### src/rtl/gpio2b_pkg.sv
package gpio2b_pkg;

  localparam int REG_COUNT = 8;

  localparam int REG_EN   = 0;
  localparam int REG_DIR  = 1;
  localparam int REG_LVL  = 2;
  localparam int REG_RISE = 3;
  localparam int REG_FALL = 4;
  localparam int REG_IEN  = 5;
  localparam int REG_AUX  = 6;
  localparam int REG_STS  = 7;

  // Write strobes handed from the address decoder to the datapath
  typedef struct packed {
    logic       wr;
    logic       bank;
    logic [1:0] byteSel;
    logic [7:0] regHit;
    logic [7:0] data;
  } strobe_t;

endpackage

### src/rtl/gpio2b_ctrl.sv
module gpio2b_ctrl
  import gpio2b_pkg::*;
(
  input  logic                    regWrite,
  input  logic [5:0]              regAddr,
  input  logic [7:0]              regWdata,
  input  logic [1:0][7:0][31:0]   regView,
  output strobe_t                 stb,
  output logic [7:0]              regRdata
);

  logic       bankSel;
  logic [2:0] regSel;
  logic [1:0] byteSel;

  assign bankSel = regAddr[5];
  assign regSel  = regAddr[4:2];
  assign byteSel = regAddr[1:0];

  always_comb begin
    stb.wr      = regWrite;
    stb.bank    = bankSel;
    stb.byteSel = byteSel;
    stb.data    = regWdata;
    stb.regHit  = regWrite ? (8'b1 << regSel) : 8'b0;
  end

  assign regRdata = regView[bankSel][regSel][{byteSel, 3'b000} +: 8];

endmodule

### src/rtl/gpio2b_dpath.sv
module gpio2b_dpath
  import gpio2b_pkg::*;
#(
  parameter int          NUM_PINS    = 14,
  parameter int          SPLIT       = 10,
  parameter logic [31:0] CORE_EN_RST = 32'h0000_007F,
  parameter logic [31:0] RES_EN_RST  = 32'h0000_0007
) (
  input  logic                  clk,
  input  logic                  rstN,
  input  strobe_t               stb,
  input  logic [NUM_PINS-1:0]   pinIn,
  output logic [NUM_PINS-1:0]   pinOut,
  output logic [NUM_PINS-1:0]   pinOe,
  output logic                  irq,
  output logic [1:0][7:0][31:0] regView,
  output logic [NUM_PINS-1:0]   enVec,
  output logic [NUM_PINS-1:0]   dirVec,
  output logic [NUM_PINS-1:0]   lvlVec,
  output logic [NUM_PINS-1:0]   statVec,
  output logic [NUM_PINS-1:0]   syncVec,
  output logic [NUM_PINS-1:0]   prevVec
);

  localparam int RES_PINS = NUM_PINS - SPLIT;

  logic [NUM_PINS-1:0] riseVec, fallVec, ienVec, auxVec, lvlRead;

  for (genvar p = 0; p < NUM_PINS; p++) begin : g_pin
    localparam bit   IS_RES = (p >= SPLIT);
    localparam int   LOC    = IS_RES ? (p - SPLIT) : p;
    localparam int   BYTE   = LOC / 8;
    localparam int   BITPOS = LOC % 8;
    localparam logic EN_RST = IS_RES ? RES_EN_RST[LOC] : CORE_EN_RST[LOC];

    logic hit, wBit;
    logic enQ, dirQ, lvlQ, riseQ, fallQ, ienQ, auxQ, stsQ;
    logic meta, syncQ, prevQ;
    logic edgeSeen, clrReq;

    assign hit  = stb.wr && (stb.bank == IS_RES) && (stb.byteSel == 2'(BYTE));
    assign wBit = stb.data[BITPOS];

    // Two-flop synchronizer followed by a history flop for edge detection
    always_ff @(posedge clk) begin
      if (!rstN) begin
        meta  <= 1'b0;
        syncQ <= 1'b0;
        prevQ <= 1'b0;
      end else begin
        meta  <= pinIn[p];
        syncQ <= meta;
        prevQ <= syncQ;
      end
    end

    assign edgeSeen = enQ && ((riseQ && syncQ && !prevQ) || (fallQ && !syncQ && prevQ));
    assign clrReq   = hit && stb.regHit[REG_STS] && wBit;

    always_ff @(posedge clk) begin
      if (!rstN) begin
        enQ   <= EN_RST;
        dirQ  <= 1'b1;
        lvlQ  <= 1'b0;
        riseQ <= 1'b0;
        fallQ <= 1'b0;
        ienQ  <= 1'b0;
        auxQ  <= 1'b0;
        stsQ  <= 1'b0;
      end else begin
        if (hit && stb.regHit[REG_EN])            enQ   <= wBit;
        if (hit && stb.regHit[REG_DIR])           dirQ  <= wBit;
        if (hit && stb.regHit[REG_LVL] && !dirQ)  lvlQ  <= wBit;
        if (hit && stb.regHit[REG_RISE])          riseQ <= wBit;
        if (hit && stb.regHit[REG_FALL])          fallQ <= wBit;
        if (hit && stb.regHit[REG_IEN])           ienQ  <= wBit;
        if (hit && stb.regHit[REG_AUX])           auxQ  <= wBit;
        // a fresh edge takes priority over a clear in the same cycle
        stsQ <= edgeSeen || (stsQ && !clrReq);
      end
    end

    assign enVec[p]   = enQ;
    assign dirVec[p]  = dirQ;
    assign lvlVec[p]  = lvlQ;
    assign riseVec[p] = riseQ;
    assign fallVec[p] = fallQ;
    assign ienVec[p]  = ienQ;
    assign auxVec[p]  = auxQ;
    assign statVec[p] = stsQ;
    assign syncVec[p] = syncQ;
    assign prevVec[p] = prevQ;
    assign lvlRead[p] = dirQ ? syncQ : lvlQ;
    assign pinOe[p]   = enQ && !dirQ;
    assign pinOut[p]  = lvlQ;
  end

  assign irq = |(statVec & ienVec);

  logic [REG_COUNT-1:0][NUM_PINS-1:0] allRegs;

  always_comb begin
    allRegs[REG_EN]   = enVec;
    allRegs[REG_DIR]  = dirVec;
    allRegs[REG_LVL]  = lvlRead;
    allRegs[REG_RISE] = riseVec;
    allRegs[REG_FALL] = fallVec;
    allRegs[REG_IEN]  = ienVec;
    allRegs[REG_AUX]  = auxVec;
    allRegs[REG_STS]  = statVec;
    for (int r = 0; r < REG_COUNT; r++) begin
      regView[0][r] = 32'(allRegs[r][SPLIT-1:0]);
      regView[1][r] = 32'(allRegs[r][NUM_PINS-1:SPLIT]);
    end
  end

  if (RES_PINS < 1 || RES_PINS > 32 || SPLIT > 32) begin : g_bad_split
    initial $error("gpio2b_dpath: bank sizes must be 1..32 pins");
  end

endmodule

### src/rtl/gpio_two_bank.sv
module gpio_two_bank
  import gpio2b_pkg::*;
#(
  parameter int          NUM_PINS    = 14,
  parameter int          SPLIT       = 10,
  parameter logic [31:0] CORE_EN_RST = 32'h0000_007F,
  parameter logic [31:0] RES_EN_RST  = 32'h0000_0007
) (
  input  logic                clk,
  input  logic                rstN,
  input  logic [5:0]          regAddr,
  input  logic                regWrite,
  input  logic [7:0]          regWdata,
  output logic [7:0]          regRdata,
  input  logic [NUM_PINS-1:0] pinIn,
  output logic [NUM_PINS-1:0] pinOut,
  output logic [NUM_PINS-1:0] pinOe,
  output logic                irq
);

  strobe_t                 stb;
  logic [1:0][7:0][31:0]   regView;
  logic [NUM_PINS-1:0]     enVec, dirVec, lvlVec, statVec, syncVec, prevVec;

  gpio2b_ctrl u_ctrl (
    .regWrite (regWrite),
    .regAddr  (regAddr),
    .regWdata (regWdata),
    .regView  (regView),
    .stb      (stb),
    .regRdata (regRdata)
  );

  gpio2b_dpath #(
    .NUM_PINS    (NUM_PINS),
    .SPLIT       (SPLIT),
    .CORE_EN_RST (CORE_EN_RST),
    .RES_EN_RST  (RES_EN_RST)
  ) u_dpath (
    .clk     (clk),
    .rstN    (rstN),
    .stb     (stb),
    .pinIn   (pinIn),
    .pinOut  (pinOut),
    .pinOe   (pinOe),
    .irq     (irq),
    .regView (regView),
    .enVec   (enVec),
    .dirVec  (dirVec),
    .lvlVec  (lvlVec),
    .statVec (statVec),
    .syncVec (syncVec),
    .prevVec (prevVec)
  );

endmodule

### config.mk
export PLATFORM = sky130hd
export DESIGN_NAME = gpio_two_bank
export DESIGN_NICKNAME = d
export VERILOG_FILES = /design/src/rtl/gpio2b_pkg.sv /design/src/rtl/gpio2b_ctrl.sv /design/src/rtl/gpio2b_dpath.sv /design/src/rtl/gpio_two_bank.sv
export SDC_FILE = /design/constraint.sdc
export NUM_CORES = 1
export LEC_CHECK = 0
export ABC_AREA = 1
export BUFFER_PORTS_ARGS = -buffer_cell sky130_fd_sc_hd__buf_2
export CORE_ASPECT_RATIO = 0.6
export CORE_MARGIN = 2
export CORE_UTILIZATION = 53
export DETAILED_ROUTE_END_ITERATION = 10
export GPL_ROUTABILITY_DRIVEN = 0
export MAX_ROUTING_LAYER = met4
export PLACE_DENSITY = 0.82
export SLEW_MARGIN = 10
export SYNTH_ARGS = -nofsm -noshare
export SYNTH_HDL_FRONTEND = slang
export SYNTH_SLANG_ARGS = --single-unit
export TNS_END_PERCENT = 5
### constraint.sdc
create_clock -name clk -period 1.3 [get_ports clk]
set_input_delay 0.26 -clock clk [delete_from_list [all_inputs] [get_ports clk]]
set_output_delay 0.26 -clock clk [all_outputs]
set_load 0.05 [all_outputs]
Word level (Yosys, flattened, before mapping)
Index checks and enable logic that the tools add are counted.

storage, ports and cells
  logic and storage cells = 421
  memories = 0
  RAM bits = 0
  bits in read-only memories = 0
  latch bits = 0
  bits in registers = 154

cells by class
  add/sub/neg operators = 0
  div/mod/pow operators = 0
  multiplexer cells = 19
  eq/ne operators = 1
  reductions and logical operators = 241
  bitwise gates (word level) = 2
  $mul = 0
  order comparisons = 2
  shifts and indexed selects = 2

operator list
  kind                 number
  $mux 256             1
  $mux 234             1
  $logic_and 1x1->1    155
  $bmux 32 s3          1
  $logic_not 1->1      56
  $mux 32              1
  $shiftx 32x6->8      1
  $logic_or 1x1->1     28
  $and 14x14->14       1
  $mux 1               14
  $reduce_or 14->1     1
  $mux 8               1
  $shl 1x3->8 const A  1
  $lt 3x4->1 const B   1
  $eq 2x1->1 const B   1
  $logic_not 2->1      1
  $lt 1x2->1 const B   1
  $not 1->1            1

Logic depth before layout (Yosys ltp)
  depth in word-level cells = 8
  gate-level depth with buffers = 9

By module
Synthesis repeated with hierarchy kept, for this count alone.

second synthesis, totals
  cell total of the unflattened synthesis = 3,086
  area, all modules = 17,586.9 µm²

by module, submodules not included
  module        times used  area an instance (µm²)  cells each
  gpio2b_dpath  1           10,620.2                1,419
  gpio2b_ctrl   1           6,966.7                 1,667

Worst setup path after synthesis
No wires, ideal clock.

  kind = input-to-output
  start point = input regAddr[5]
  end point = output regRdata[2]
  arrival = 1.632 ns
  required time = 1.040 ns
  cell stages on the path = 8
  buffers on the path = 1
  setup slack = -0.592 ns
  cell sequence = inv_2 > buf_1 > o211ai_1 > nand2_1 > nand2_1 > nand2_1 > nand2_1 > nor2_1

on the way
  cells in the longest elaborated chain, start to end = 5

RTL lines
  what                            line                 text
  start, declared                 gpio_two_bank.sv:11  input logic [5:0] regAddr,
  $mux 234 (implied by the code)  gpio2b_ctrl.sv:28    assign regRdata = regView[bankSel][regSel][{byteSel, 3'b000} +: 8];
  $mux 256 (implied by the code)  gpio2b_ctrl.sv:28
  $bmux 32 s3                     gpio2b_ctrl.sv:28
  $mux 32 (implied by the code)   gpio2b_ctrl.sv:28
  $shiftx 32x6->8                 gpio2b_ctrl.sv:28
  end, declared                   gpio_two_bank.sv:14  output logic [7:0] regRdata,

Every way passes these cells. The select of a mux whose other input is x is not followed.

Worst setup path in the final report
  start point = register u_dpath.g_pin[2].fallQ
  end point = output regRdata[2]

on the way
  cells in the longest elaborated chain, start to end = 5

RTL lines
  what                            line                text
  start, declared                 gpio2b_dpath.sv:37  logic enQ, dirQ, lvlQ, riseQ, fallQ, ienQ, auxQ, stsQ;
  start signal, assigned          gpio2b_dpath.sv:75  if (hit && stb.regHit[REG_FALL]) fallQ <= wBit;
  $mux 234 (implied by the code)  gpio2b_ctrl.sv:28
  $mux 256 (implied by the code)  gpio2b_ctrl.sv:28
  $bmux 32 s3                     gpio2b_ctrl.sv:28
  $mux 32 (implied by the code)   gpio2b_ctrl.sv:28
  $shiftx 32x6->8                 gpio2b_ctrl.sv:28

Every way passes these cells. The select of a mux whose other input is x is not followed.

==> impl_metrics.csv <==
group,metric,value,unit
global_route,track_usage,0.347,
placed_design,place_ws,-486,ps
logic_synthesis,netlist-cell-type-count,28,
logic_synthesis,yosys_warnings,0,
outcome,status,"complete, but fails checks",
critical_path,critical_path_class,"flip-flop to primary output",
sta,rsz0062_at_grt,"yes",
route,vias_per_cell,5.61,
power_and_ir_drop,p_clk_frac,0.455,
die,pin_count,68,
die,die_area,14000,um2
run,maxCapViolCount,0,
cells_and_area,drive_gt1_frac,0.333,
cells_and_area,design_area,9650,um2
critical_path,worstSetupStartpointType,"flip-flop",
power_and_ir_drop,p_per_area,1140,nW/um2
die,dieWidth,151,um
route,wire_per_inst,17.6,um
sta,period_share,1.42,
sta,worst_slew_pin_slew,617,ps
logic_synthesis,synth_top_area_share,0.447,
sta,slew_headroom,0.588,
sta,drv_slew,0,
placed_design,port_buffers,67,
clock_network,cts_inserted_buffers,17,
global_route,grt_pass1_wl,35.9,mm
global_route,gr-total-overflow,0,
clock_network,cts_tree,"yes",
clock_network,cts.htree.levels,4,
route,vias,7527,
clock_network,clk_latency,420,ps
route,drt_iter0_drc,890,
logic_synthesis,yosys-top-cells-area,"dfxtp_1, nand2_1, a21oi_1",
power_and_ir_drop,p_seq_frac,0.440,
route,drtAntennaViolNets,0,
clock_network,root_buffer,"clkbuf_16",
logic_synthesis,synth.net_count,1018,
logic_synthesis,syn_avg_cell_area,7.00,um2
logic_synthesis,ys_ff_latch,154,
worst_hold_path,hp-class,"primary input to flip-flop",
cells_and_area,final_cell_mix,"nand2_1, buf_4, inv_1",
sta,max_freq,542,MHz
outcome,violations,"setup timing",
power_and_ir_drop,netSwitchingPower,2.93,mW
global_route,grt_max_degree,65,
power_and_ir_drop,intPower,8.11,mW
sta,setup_viol,24,
logic_synthesis,syn_inst,987,
clock_network,ctsHoldBuffers,0,
die,core-area,12800,um2
sta,hold_ws,12.5,ps
die,start_util,0.541,
clock_network,clock-sinks,154,
clock_network,clk_pin_slew,70,ps
route,finalWirelength,23.5,mm
cells_and_area,area_delta_synth_final,39.8,%
logic_synthesis,netlist_area,6900,um2
placed_design,placed_cell_area,8470,um2
critical_path,crit_arrival,1590,ps
critical_path,cp_data_required_time,1040,ps
global_route,grt_pass1_vias,6854,
cells_and_area,num_antenna_cells,0,
route,drc,0,
power_and_ir_drop,power_leakage,4.65,nW
sta,finalCriticalPeriod,1850,ps
power_and_ir_drop,p_comb_frac,0.105,
route,drt-pass1-iter-count,5,
sta,setup-tns-final,-6770,ps
power_and_ir_drop,ir_worst_vdd,0.000811,V
sta,hold_viol_final,0,
global_route,antenna_found_initial,0,
placed_design,dp_hpwl,16.0,mm
logic_synthesis,synth_seq_area_share,0.447,
cells_and_area,nets,1190,
die,die_h,92.4,um
clock_network,clock_path_buffers,2,
sta,setup_ws,-545,ps
cells_and_area,nFillCells,876,
power_and_ir_drop,switching_share,0.266,
critical_path,worstSetupEndpointType,"primary output",
cells_and_area,layout_commonest_cell,"nand2_1",
sta,skew,13.2,ps
die,fp-row-count,32,
critical_path,crit_fanout,2,
logic_synthesis,yosys.area.top_type,"dfxtp_1",
worst paths after layout:
check                                             from                      end  slack (ps)  depth (start not counted)
worst max-delay path            u_dpath.g_pin[2].fallQ              regRdata[2]        -550                          7
worst min-delay path                         pinIn[10]   u_dpath.g_pin[10].meta          10                          3
worst max register to register   u_dpath.g_pin[6].dirQ    u_dpath.g_pin[6].lvlQ         220                          4
worst min register to register  u_dpath.g_pin[10].meta  u_dpath.g_pin[10].syncQ         410                          2
timing repair:
action	CTS	global route
resized for setup	138	89
buffers inserted	1	0
endpoints found under the setup margin	33	77
pin swaps	11	18
sequential cells by signal, summed over array words and instances (netlist names):
signal and flops:
u_dpath.g_pin.dirQ 14, u_dpath.g_pin.lvlQ 14, u_dpath.g_pin.syncQ 14, u_dpath.g_pin.fallQ 14, u_dpath.g_pin.auxQ 14, u_dpath.g_pin.stsQ 14
u_dpath.g_pin.ienQ 14, u_dpath.g_pin.riseQ 14, u_dpath.g_pin.enQ 14, u_dpath.g_pin.prevQ 14, u_dpath.g_pin.meta 14
power groups by stage:
| stage | Clock, mW | Sequential, mW | Combinational [mW] |
|---|---|---|---|
| floorplan | 0 | 4.94 | 0.593 |
| global placement | 0 | 4.96 | 1.00 |
| detailed placement | 0 | 4.96 | 1.02 |
| CTS | 5.04 | 4.86 | 1.08 |
| global route | 5.23 | 4.86 | 1.24 |
| finish | 5.02 | 4.86 | 1.16 |
through the flow:
step                std cells  power, mW  utilization
CTS                      1341       11.0        0.737
global route             1341       11.3        0.755
global placement         1310       5.96        0.663
detailed placement       1310       5.98        0.663
floorplan                 987       5.54            -
finish                   1341       11.0        0.755
worst max-delay path, cell delays in order (launching register included):
cell and delay, ps:
dfxtp_1 320, inv_1 70, nand2_1 70, nand3_2 70, nand3_2 110, nor3_4 290, nor2_4 70, buf_8 150
per-layer routing:
metal  global-route usage  part of all wire
met5                    -                 0
met4                0.116             0.025
met1                0.472              0.42
met3                0.161              0.16
met2                0.448              0.40
synth_stat cells:
library cell,number
nor3_2,1
nor2_1,63
a22o_1,1
nand2_4,1
clkbuf_1,23
inv_2,10
inv_1,135
or2_2,1
a21oi_1,104
buf_1,2
o22ai_1,10
dfxtp_1,154
a221oi_1,2
o211ai_1,34
nor3_1,13
o21ai_0,97
buf_6,1
clkinv_1,1
nor2_2,7
a211o_1,4
nor2_4,4
nand2_1,229
buf_4,16
nand3_1,36
o21ai_1,18
buf_2,11
nand3_2,1
nand2_2,8
area by class of cell:
cell class | instances | area [um2] | area share
clock buffers | 17 | 425 | 0.0441
clock inverters | 14 | 161 | 0.0167
inverters | 146 | 563 | 0.0584
multi-input cells | 634 | 3330 | 0.345
flip-flops and latches | 154 | 3150 | 0.326
well taps | 170 | 213 | 0.0220
repair buffers | 206 | 1810 | 0.188
cell families after synthesis:
| family | Yosys count | share of synthesized area |
|---|---|---|
| flops | 154 | 0.447 |
| compound gates | 270 | 0.214 |
| buf+inv | 199 | 0.120 |
| simple gates | 364 | 0.220 |
No activity file was read; power rests on OpenSTA's default activity.
